`src/rtl/conv_coef_pkg.sv`:
```
package conv_coef_pkg;

  typedef enum logic [2:0] {
    CMD_ROWLEN = 3'b000,
    CMD_UCODE  = 3'b001,
    CMD_BANK0  = 3'b010,
    CMD_BANK1  = 3'b011,
    CMD_CONFIG = 3'b100,
    CMD_USE0   = 3'b101,
    CMD_USE1   = 3'b110,
    CMD_NOP    = 3'b111
  } cmd_e;

  // configuration word, MSB first so that a cast from data[8:0] lines up
  typedef struct packed {
    logic [1:0] casc_shift;   // 8:7
    logic [1:0] round_mode;   // 6:5
    logic       coef_signed;  // 4
    logic       in_signed;    // 3
    logic [1:0] in_delay;     // 2:1
    logic       casc_ext;     // 0
  } cfg_t;

  localparam int CFG_W = $bits(cfg_t);

endpackage

```
`src/rtl/conv_cmd_decode.sv`:
```
module conv_cmd_decode
  import conv_coef_pkg::*;
(
  input  logic       valid,
  input  logic [2:0] addr,
  output logic       ld_row,
  output logic       ld_ucode,
  output logic       ld_cfg,
  output logic [1:0] ld_bank,
  output logic [1:0] use_bank
);

  always_comb begin
    ld_row   = 1'b0;
    ld_ucode = 1'b0;
    ld_cfg   = 1'b0;
    ld_bank  = 2'b00;
    use_bank = 2'b00;
    if (valid) begin
      unique case (cmd_e'(addr))
        CMD_ROWLEN: ld_row      = 1'b1;
        CMD_UCODE:  ld_ucode    = 1'b1;
        CMD_BANK0:  ld_bank[0]  = 1'b1;
        CMD_BANK1:  ld_bank[1]  = 1'b1;
        CMD_CONFIG: ld_cfg      = 1'b1;
        CMD_USE0:   use_bank[0] = 1'b1;
        CMD_USE1:   use_bank[1] = 1'b1;
        default:    ;
      endcase
    end
  end

endmodule

```
`src/rtl/conv_tap_index.sv`:
```
module conv_tap_index
  import conv_coef_pkg::*;
#(
  parameter int TAPS  = 9,
  localparam int IDX_W = $clog2(TAPS)
) (
  input  logic             clk,
  input  logic             rst_n,
  input  logic             valid,
  input  logic [2:0]       addr,
  input  logic             is_coef,
  output logic [IDX_W-1:0] idx
);

  logic [2:0]       last_addr;
  logic [IDX_W-1:0] next_cnt;

  // index in use for the write presented this cycle
  assign idx = (last_addr == addr) ? next_cnt : '0;

  always_ff @(posedge clk or negedge rst_n) begin
    if (!rst_n) begin
      last_addr <= CMD_NOP;
      next_cnt  <= '0;
    end else if (valid) begin
      last_addr <= addr;
      if (!is_coef)
        next_cnt <= '0;
      else if (idx == IDX_W'(TAPS - 1))
        next_cnt <= '0;
      else
        next_cnt <= idx + 1'b1;
    end
  end

endmodule

```
`src/rtl/conv_coef_bank.sv`:
```
module conv_coef_bank #(
  parameter int COEF_W = 8,
  parameter int TAPS   = 9,
  localparam int IDX_W = $clog2(TAPS)
) (
  input  logic                     clk,
  input  logic                     rst_n,
  input  logic                     we,
  input  logic [IDX_W-1:0]         idx,
  input  logic [COEF_W-1:0]        din,
  output logic [TAPS*COEF_W-1:0]   taps
);

  for (genvar k = 0; k < TAPS; k++) begin : g_tap
    logic [COEF_W-1:0] tap_q;
    always_ff @(posedge clk or negedge rst_n) begin
      if (!rst_n)
        tap_q <= '0;
      else if (we && idx == IDX_W'(k))
        tap_q <= din;
    end
    assign taps[k*COEF_W +: COEF_W] = tap_q;
  end

endmodule

```
`src/rtl/conv_coef_regfile.sv`:
```
module conv_coef_regfile
  import conv_coef_pkg::*;
#(
  parameter int COEF_W  = 8,
  parameter int TAPS    = 9,
  parameter int ROW_W   = 10,
  parameter int DATA_W  = 16,
  localparam int IDX_W  = $clog2(TAPS),
  localparam int BANK_W = TAPS * COEF_W
) (
  input  logic              clk,
  input  logic              rst_n,
  input  logic              wr_valid,
  output logic              wr_ready,
  input  logic [2:0]        wr_addr,
  input  logic [DATA_W-1:0] wr_data,
  input  logic              proc_active,
  output logic [BANK_W-1:0] coef_out,
  output logic              bank_sel,
  output logic [ROW_W-1:0]  row_len,
  output logic [DATA_W-1:0] ucode,
  output logic              casc_ext,
  output logic [1:0]        in_delay,
  output logic              in_signed,
  output logic              coef_signed,
  output logic [1:0]        round_mode,
  output logic [1:0]        casc_shift
);

  logic             ld_row, ld_ucode, ld_cfg;
  logic [1:0]       ld_bank, use_bank, bank_we;
  logic [IDX_W-1:0] tap_idx;
  logic [BANK_W-1:0] bank_taps [2];
  cfg_t             cfg_q;

  assign wr_ready = 1'b1;

  conv_cmd_decode u_dec (
    .valid    (wr_valid),
    .addr     (wr_addr),
    .ld_row   (ld_row),
    .ld_ucode (ld_ucode),
    .ld_cfg   (ld_cfg),
    .ld_bank  (ld_bank),
    .use_bank (use_bank)
  );

  conv_tap_index #(.TAPS(TAPS)) u_idx (
    .clk     (clk),
    .rst_n   (rst_n),
    .valid   (wr_valid),
    .addr    (wr_addr),
    .is_coef (|ld_bank),
    .idx     (tap_idx)
  );

  for (genvar b = 0; b < 2; b++) begin : g_bank
    // live bank is write-protected for the length of a frame
    assign bank_we[b] = ld_bank[b] && !(proc_active && (bank_sel == 1'(b)));

    conv_coef_bank #(.COEF_W(COEF_W), .TAPS(TAPS)) u_bank (
      .clk   (clk),
      .rst_n (rst_n),
      .we    (bank_we[b]),
      .idx   (tap_idx),
      .din   (wr_data[COEF_W-1:0]),
      .taps  (bank_taps[b])
    );
  end

  always_ff @(posedge clk or negedge rst_n) begin
    if (!rst_n) begin
      bank_sel <= 1'b0;
      row_len  <= '0;
      ucode    <= '0;
      cfg_q    <= '0;
    end else begin
      if (use_bank[0])   bank_sel <= 1'b0;
      else if (use_bank[1]) bank_sel <= 1'b1;
      if (ld_row)   row_len <= wr_data[ROW_W-1:0];
      if (ld_ucode) ucode   <= wr_data;
      if (ld_cfg)   cfg_q   <= cfg_t'(wr_data[CFG_W-1:0]);
    end
  end

  assign coef_out    = bank_taps[bank_sel];
  assign casc_ext    = cfg_q.casc_ext;
  assign in_delay    = cfg_q.in_delay;
  assign in_signed   = cfg_q.in_signed;
  assign coef_signed = cfg_q.coef_signed;
  assign round_mode  = cfg_q.round_mode;
  assign casc_shift  = cfg_q.casc_shift;

endmodule

```
`config.mk`:
```
export PLATFORM = sky130hd
export DESIGN_NAME = conv_coef_regfile
export DESIGN_NICKNAME = d
export VERILOG_FILES = /design/src/rtl/conv_coef_pkg.sv /design/src/rtl/conv_cmd_decode.sv /design/src/rtl/conv_tap_index.sv /design/src/rtl/conv_coef_bank.sv /design/src/rtl/conv_coef_regfile.sv
export SDC_FILE = /design/constraint.sdc
export NUM_CORES = 1
export LEC_CHECK = 0
export ABC_AREA = 1
export ABC_CLOCK_PERIOD_IN_PS = 5050
export BUFFER_PORTS_ARGS = -buffer_cell sky130_fd_sc_hd__buf_4
export CORE_MARGIN = 2
export CORE_UTILIZATION = 50
export DETAILED_ROUTE_END_ITERATION = 10
export PLACE_DENSITY_LB_ADDON = 0.25
export SLEW_MARGIN = 25
export SYNTH_ARGS = -nofsm -noshare
export SYNTH_HDL_FRONTEND = slang
export SYNTH_SLANG_ARGS = --single-unit
```
`constraint.sdc`:
```
create_clock -name clk -period 5.05 [get_ports clk]
set_input_delay 1.01 -clock clk [delete_from_list [all_inputs] [get_ports clk]]
set_output_delay 1.01 -clock clk [all_outputs]
set_load 0.02 [all_outputs]
```
=== Yosys cells after proc, flatten, opt, wreduce, memory -nomap -nowiden ===
Cells that the tools add are included.

* Input port bits: 23
* Bits in writable memories: 0
* Memories: 0
* Output and inout bits: 109
* Memory bits (read-only): 0
* Flip-flop bits (word level): 187
* Word-level logic and storage cells: 96
* Bits in latches: 0

* Multipliers: 0
* Divide/modulo/power cells: 0
* Equal/unequal tests: 15
* Add/subtract/negate cells: 1
* Order comparisons: 1
* Multiplexer cells: 20
* Reduce and logical (&&, ||, !) cells: 28
* Shifts and indexed selects: 0
* Bitwise logic cells: 2

{| class="wikitable"
|+ Operators with widths
! operator !! count
|-
| $mux 72 || 3
|-
| $logic_and 1x1->1 || 22
|-
| $eq 4x3->1 const B || 4
|-
| $mux 1 || 12
|-
| $mux 4 || 3
|-
| $eq 3x3->1 const B || 3
|-
| $eq 4x2->1 const B || 2
|-
| $eq 3x2->1 const B || 2
|-
| $add 4x1->4 const B || 1
|-
| $eq 4x1->1 const B || 1
|-
| $eq 4x4->1 const B || 1
|-
| $logic_not 4->1 || 1
|-
| $mux 2 || 2
|-
| $eq 3x1->1 const B || 1
|-
| $eq 3x3->1 || 1
|-
| $logic_not 3->1 || 1
|-
| $ge 2x2->1 const B || 1
|-
| $logic_not 1->1 || 2
|-
| $not 1->2 || 1
|-
| $reduce_bool 2->1 || 1
|-
| $reduce_or 2->1 || 1
|-
| $not 1->1 || 1
|}

=== Depth between registers and ports, before layout ===
* Word-level depth: 5
* Gate-level depth with buffers: 17
* Mapped depth without buffers: 15

=== Cells and area by module ===
From an unflattened synthesis, not the netlist that was laid out.

* Cells, all modules: 1180
* Area, all modules: 9016.1 um^2

{| class="wikitable"
|+ Modules (own cells, without submodules)
! module !! cells an instance !! area an instance (um^2) !! sequential area each (um^2) !! times used
|-
| conv_coef_bank || 351 || 3054.2 || 1801.7 || 2
|-
| conv_coef_regfile || 389 || 2348.5 || 900.9 || 1
|-
| conv_tap_index || 73 || 496.7 || 178.9 || 1
|-
| conv_cmd_decode || 16 || 62.6 || 0.0 || 1
|}

=== Worst setup path before layout ===
OpenSTA, ideal clock, no wires.

* Path kind: in2reg
* From: input port wr_addr[0]
* To: register g_bank[1].u_bank.g_tap[8].tap_q[6]
* Path buffers: 3
* Cell stages on the path: 16
* Arrival: 2709 ps
* Library setup time: 122 ps
* Data required time: 4928 ps
* Slack: 2219 ps
* Path through: buf_2 > inv_1 > nand2_1 > nand2_1 > nor2_2 > nand2_1 > nor2_1 > inv_1 > ha_1 > clkbuf_1 > inv_1 > nor2_1 > nand3_2 > buf_2 > nand2_1 > o21ai_1

* Longest elaborated chain between the ends: 5
* Elaborated cells between the ends (all ways): 8
* Classes of those cells: eq/ne: 3; mux: 3; reduce/logical: 2

{| class="wikitable"
|+ Ends and longest elaborated chain
! item !! line !! source
|-
| start, declared || conv_coef_regfile.sv:15 || <nowiki>input logic [2:0] wr_addr,</nowiki>
|-
| $eq 3x2->1 || conv_cmd_decode.sv:20 || <nowiki>unique case (cmd_e'(addr))</nowiki>
|-
| $mux 1 || conv_cmd_decode.sv:20 ||
|-
| $mux 2 || conv_cmd_decode.sv:19 || <nowiki>if (valid) begin</nowiki>
|-
| $logic_and 1x1->1 || conv_coef_regfile.sv:59 || <nowiki>assign bank_we[b] = ld_bank[b] && !(proc_active && (bank_sel == 1'(b)));</nowiki>
|-
| $logic_and 1x1->1 (*) || conv_coef_bank.sv:19 || <nowiki>else if (we && idx == IDX_W'(k))</nowiki>
|-
| end signal, assigned || conv_coef_bank.sv:20 || <nowiki>tap_q <= din;</nowiki>
|-
| end, declared || conv_coef_bank.sv:15 || <nowiki>logic [COEF_W-1:0] tap_q;</nowiki>
|}

Every way passes the cells marked *; elsewhere a longest branch is shown, timed or not.
A chain may end at the register's enable or synchronous reset.

=== Final worst setup path ===
* From: register bank_sel
* To: output port coef_out[31]

* Longest elaborated chain between the ends: 4

{| class="wikitable"
|+ Ends and longest elaborated chain
! item !! line !! source
|-
| start, declared || conv_coef_regfile.sv:19 || <nowiki>output logic bank_sel,</nowiki>
|-
| start signal, assigned || conv_coef_regfile.sv:73 || <nowiki>bank_sel <= 1'b0;</nowiki>
|-
| start signal, assigned || conv_coef_regfile.sv:78 || <nowiki>if (use_bank[0]) bank_sel <= 1'b0;</nowiki>
|-
| start signal, assigned || conv_coef_regfile.sv:79 || <nowiki>else if (use_bank[1]) bank_sel <= 1'b1;</nowiki>
|-
| $not 1->2 (not written as such) || conv_coef_regfile.sv:86 || <nowiki>assign coef_out = bank_taps[bank_sel];</nowiki>
|-
| $mux 72 (not written as such) (3 in series) || conv_coef_regfile.sv:86 ||
|-
| end, declared || conv_coef_regfile.sv:18 || <nowiki>output logic [BANK_W-1:0] coef_out,</nowiki>
|}

Every way passes these cells. The select of a mux whose other input is x is not followed.

==> flow_metrics.tcl <==
set metrics [dict create \
    cp.arrival_ns 2.25 \
    grt_setup_unrepaired "false" \
    antenna_found_initial 0 \
    fin_tns_setup_ns 0 \
    drt_pass1_iterations 5 \
    setup_viol 0 \
    synth_top_cell_by_area "dfrtp_1" \
    cp_max_fo 44 \
    crit_type "flip-flop to output pin" \
    finalCritPeriodShare_pct 64.5 \
    routabilityCongestion 0.784 \
    final_cell_mix "nand2_1 (549), dfrtp_1 (183), buf_4 (146)" \
    met1_length_mm 9.94 \
    numCtsBuffers 17 \
    root_buffer "clkbuf_16" \
    detail-route-antenna-nets 0 \
    htreeDepth 4 \
    fp.coreArea_mm2 0.0172 \
    syn_area_mm2 0.00875 \
    p_per_area_mw_per_mm2 341 \
    hpwl_mm 13.8 \
    critPathLaunchType "flip-flop" \
    grt_use_total_pct 25.3 \
    holdCritPathClass "flip-flop to flip-flop" \
    layoutNonFillerInstCount 1399 \
    die-width_um 136 \
    endpoint_kind "output pin" \
    ys_types 28 \
    wl_mm 22.4 \
    cts.sinks 187 \
    place_worst_setup_slack_ns 1.60 \
    cp.required_ns 4.04 \
    cts_tree "built" \
    syn_nets 1107 \
    power_leakage_nw 5.68 \
    crit_chain "inv_2 > buf_4 > nand2_1 > nand2_1 > buf_4" \
    wl_met3_mm 1.30 \
    ys_seq_elements 187 \
    dp_cells 1367 \
    clk_pin_slew_worst_paths_ns 0.07 \
    slew_headroom_pct 32.9 \
    syn_to_final_growth_pct 17.5 \
    cts-resized-gates 0 \
    final_nets 1188 \
    final_common_cell "nand2_1" \
    synth_area_leaders "dfrtp_1 (53%), nand2_1 (24%), nand4_1 (9.3%)" \
    synth.yosys.seq_area_share_pct 53.5 \
    antennaDiodeCount 0 \
    drive_gt1_share_pct 17.5 \
    period_needed_ns 3.26 \
    setup_ws_ns 1.79 \
    viasPerCell 5.41 \
    initial_utilization_pct 50.8 \
    portBuffers 130 \
    die_area_mm2 0.0186 \
    timing.critical_path.buf_inv 3 \
    finalPower_mw 3.50 \
    wl_met2_mm 10.8 \
    io_pins 132 \
    dr.first_iter.drc_count 683 \
    synth_area_per_cell_um2 8.11 \
    yosysWarnings 0 \
    maxSlewViolCount 0 \
    clock_latency_ns 0.44 \
    clock.fmax_ghz 0.307 \
    grt_pass1_vias 6965 \
    grt-ovfl-total 0 \
    worstMarginPinSlew_ns 1.00 \
    fin_util_pct 59.7 \
    vias 7563 \
    row_count 48 \
    grt_max_degree 117 \
    yosysTopAreaCellShare_pct 52.6 \
    cts_setup_buffers 0 \
    drc 0 \
    clockBufferDepth 2 \
    cpMaxStageDelayCell "buf_4" \
    hold_viol 0 \
    cp_top_family "buffers and inverters" \
    outcome "complete, no violations" \
    grt_pass1_wl_mm 36.3 \
    fillers 1591 \
    maxCapViolations 0 \
    wl_per_cell_um 16.0 \
    synth_cells 1080 \
    crit_path_max_incr_delay_ns 0.55 \
    fp.dieH_um 136 \
    hold_buffers 0 \
    peakVddDrop_v 0.000267 \
    skew_ns 0.00875 \
    top_layer "met4" \
]
==> path summary, 6_finish.rpt <==
path	startpoint	endpoint	slack, ns	cells after the start
max	bank_sel	coef_out[31]	1.79	5
min	g_bank[0].u_bank.g_tap[1].tap_q[1]	g_bank[0].u_bank.g_tap[1].tap_q[1]	0.47	2
max reg2reg	u_idx.last_addr[1]	g_bank[0].u_bank.g_tap[2].tap_q[6]	2.20	11
min reg2reg	g_bank[0].u_bank.g_tap[1].tap_q[1]	g_bank[0].u_bank.g_tap[1].tap_q[1]	0.47	2
max in group asynchronous	rst_n	g_bank[0].u_bank.g_tap[0].tap_q[3]	3.52	2
min in group asynchronous	rst_n	g_bank[1].u_bank.g_tap[2].tap_q[7]	0.65	1
==> metal layers <==
metal  vias up  global-route usage, %
met5         -                      0
met3        38                   4.59
met1      3610                   35.3
met2       245                   40.3
met4         0                   8.45
li1       3670                      -
==> cell families (layout without fill, tap and decap cells) <==
kind of cell	after synthesis	after routing	synth area share (%)
simple gates	714	714	35.2
flops	187	187	53.5
buf+inv	112	206	6.30
compound gates	53	53	3.36
mux	6	6	0.772
fa+ha+maj	4	4	0.572
xor+xnor	3	3	0.300
other cells	1	1	0.0428
==> registers in the layout, indices dropped and copies added (netlist names) <==
signal / flops
casc_ext: 1
u_idx.last_addr: 3
round_mode: 2
u_idx.next_cnt: 4
row_len: 10
casc_shift: 2
in_signed: 1
in_delay: 2
bank_sel: 1
g_bank.u_bank.g_tap.tap_q: 144
ucode: 16
coef_signed: 1
==> synth_stat cells <==
library cell  number
buf_6              8
nand3_2            4
buf_2             36
nand3_1           19
or2_2              1
o21ai_1           16
a21oi_4            2
buf_4              7
ha_1               4
nor3_1             1
inv_2              2
nor2_2             2
nand4_1          130
o22ai_1            2
nor2_4             2
inv_1             24
xnor2_1            2
dfrtp_1          184
buf_1              1
dfstp_2            3
mux2_2             6
nand2_1          549
clkbuf_1          34
nor2_1             6
o21ai_2            1
conb_1             1
xor2_1             1
o21ai_0           32
==> worst register-to-register path, delay by kind of cell, from the launching register on <==
kind / cells / cell delay [ns]
DFF: 1 / 0.55
and+or+nand+nor: 8 / 1.14
adders and majority gates: 1 / 0.65
buffers and inverters: 2 / 0.41
==> metrics by stage <==
step	hold WS, ns	area (um^2)
after floorplan	0.442	8750
after global placement	0.453	9720
after detailed placement	0.458	9720
after CTS	0.475	10300
after global routing	0.492	10300
final	0.471	10300
==> final cells by class <==
| type | instances | area [um^2] | area share, % |
|---|---|---|---|
| clock buffers | 17 | 425 | 4.14 |
| clock inverters | 15 | 133 | 1.29 |
| inverters | 26 | 97.6 | 0.949 |
| multi-input cells | 781 | 3530 | 34.3 |
| flip-flops and latches | 187 | 4680 | 45.5 |
| well taps | 225 | 282 | 2.74 |
| repair buffers | 148 | 1130 | 11.0 |
==> report_power, final <==
part / switching, mW / total [mW] / internal [mW]
Combinational: 0.376 / 0.565 / 0.189
Sequential: 0.0557 / 1.66 / 1.60
Clock: 0.632 / 1.28 / 0.650
Total: 1.06 / 3.50 / 2.44
No activity file was read; power rests on OpenSTA's default activity.
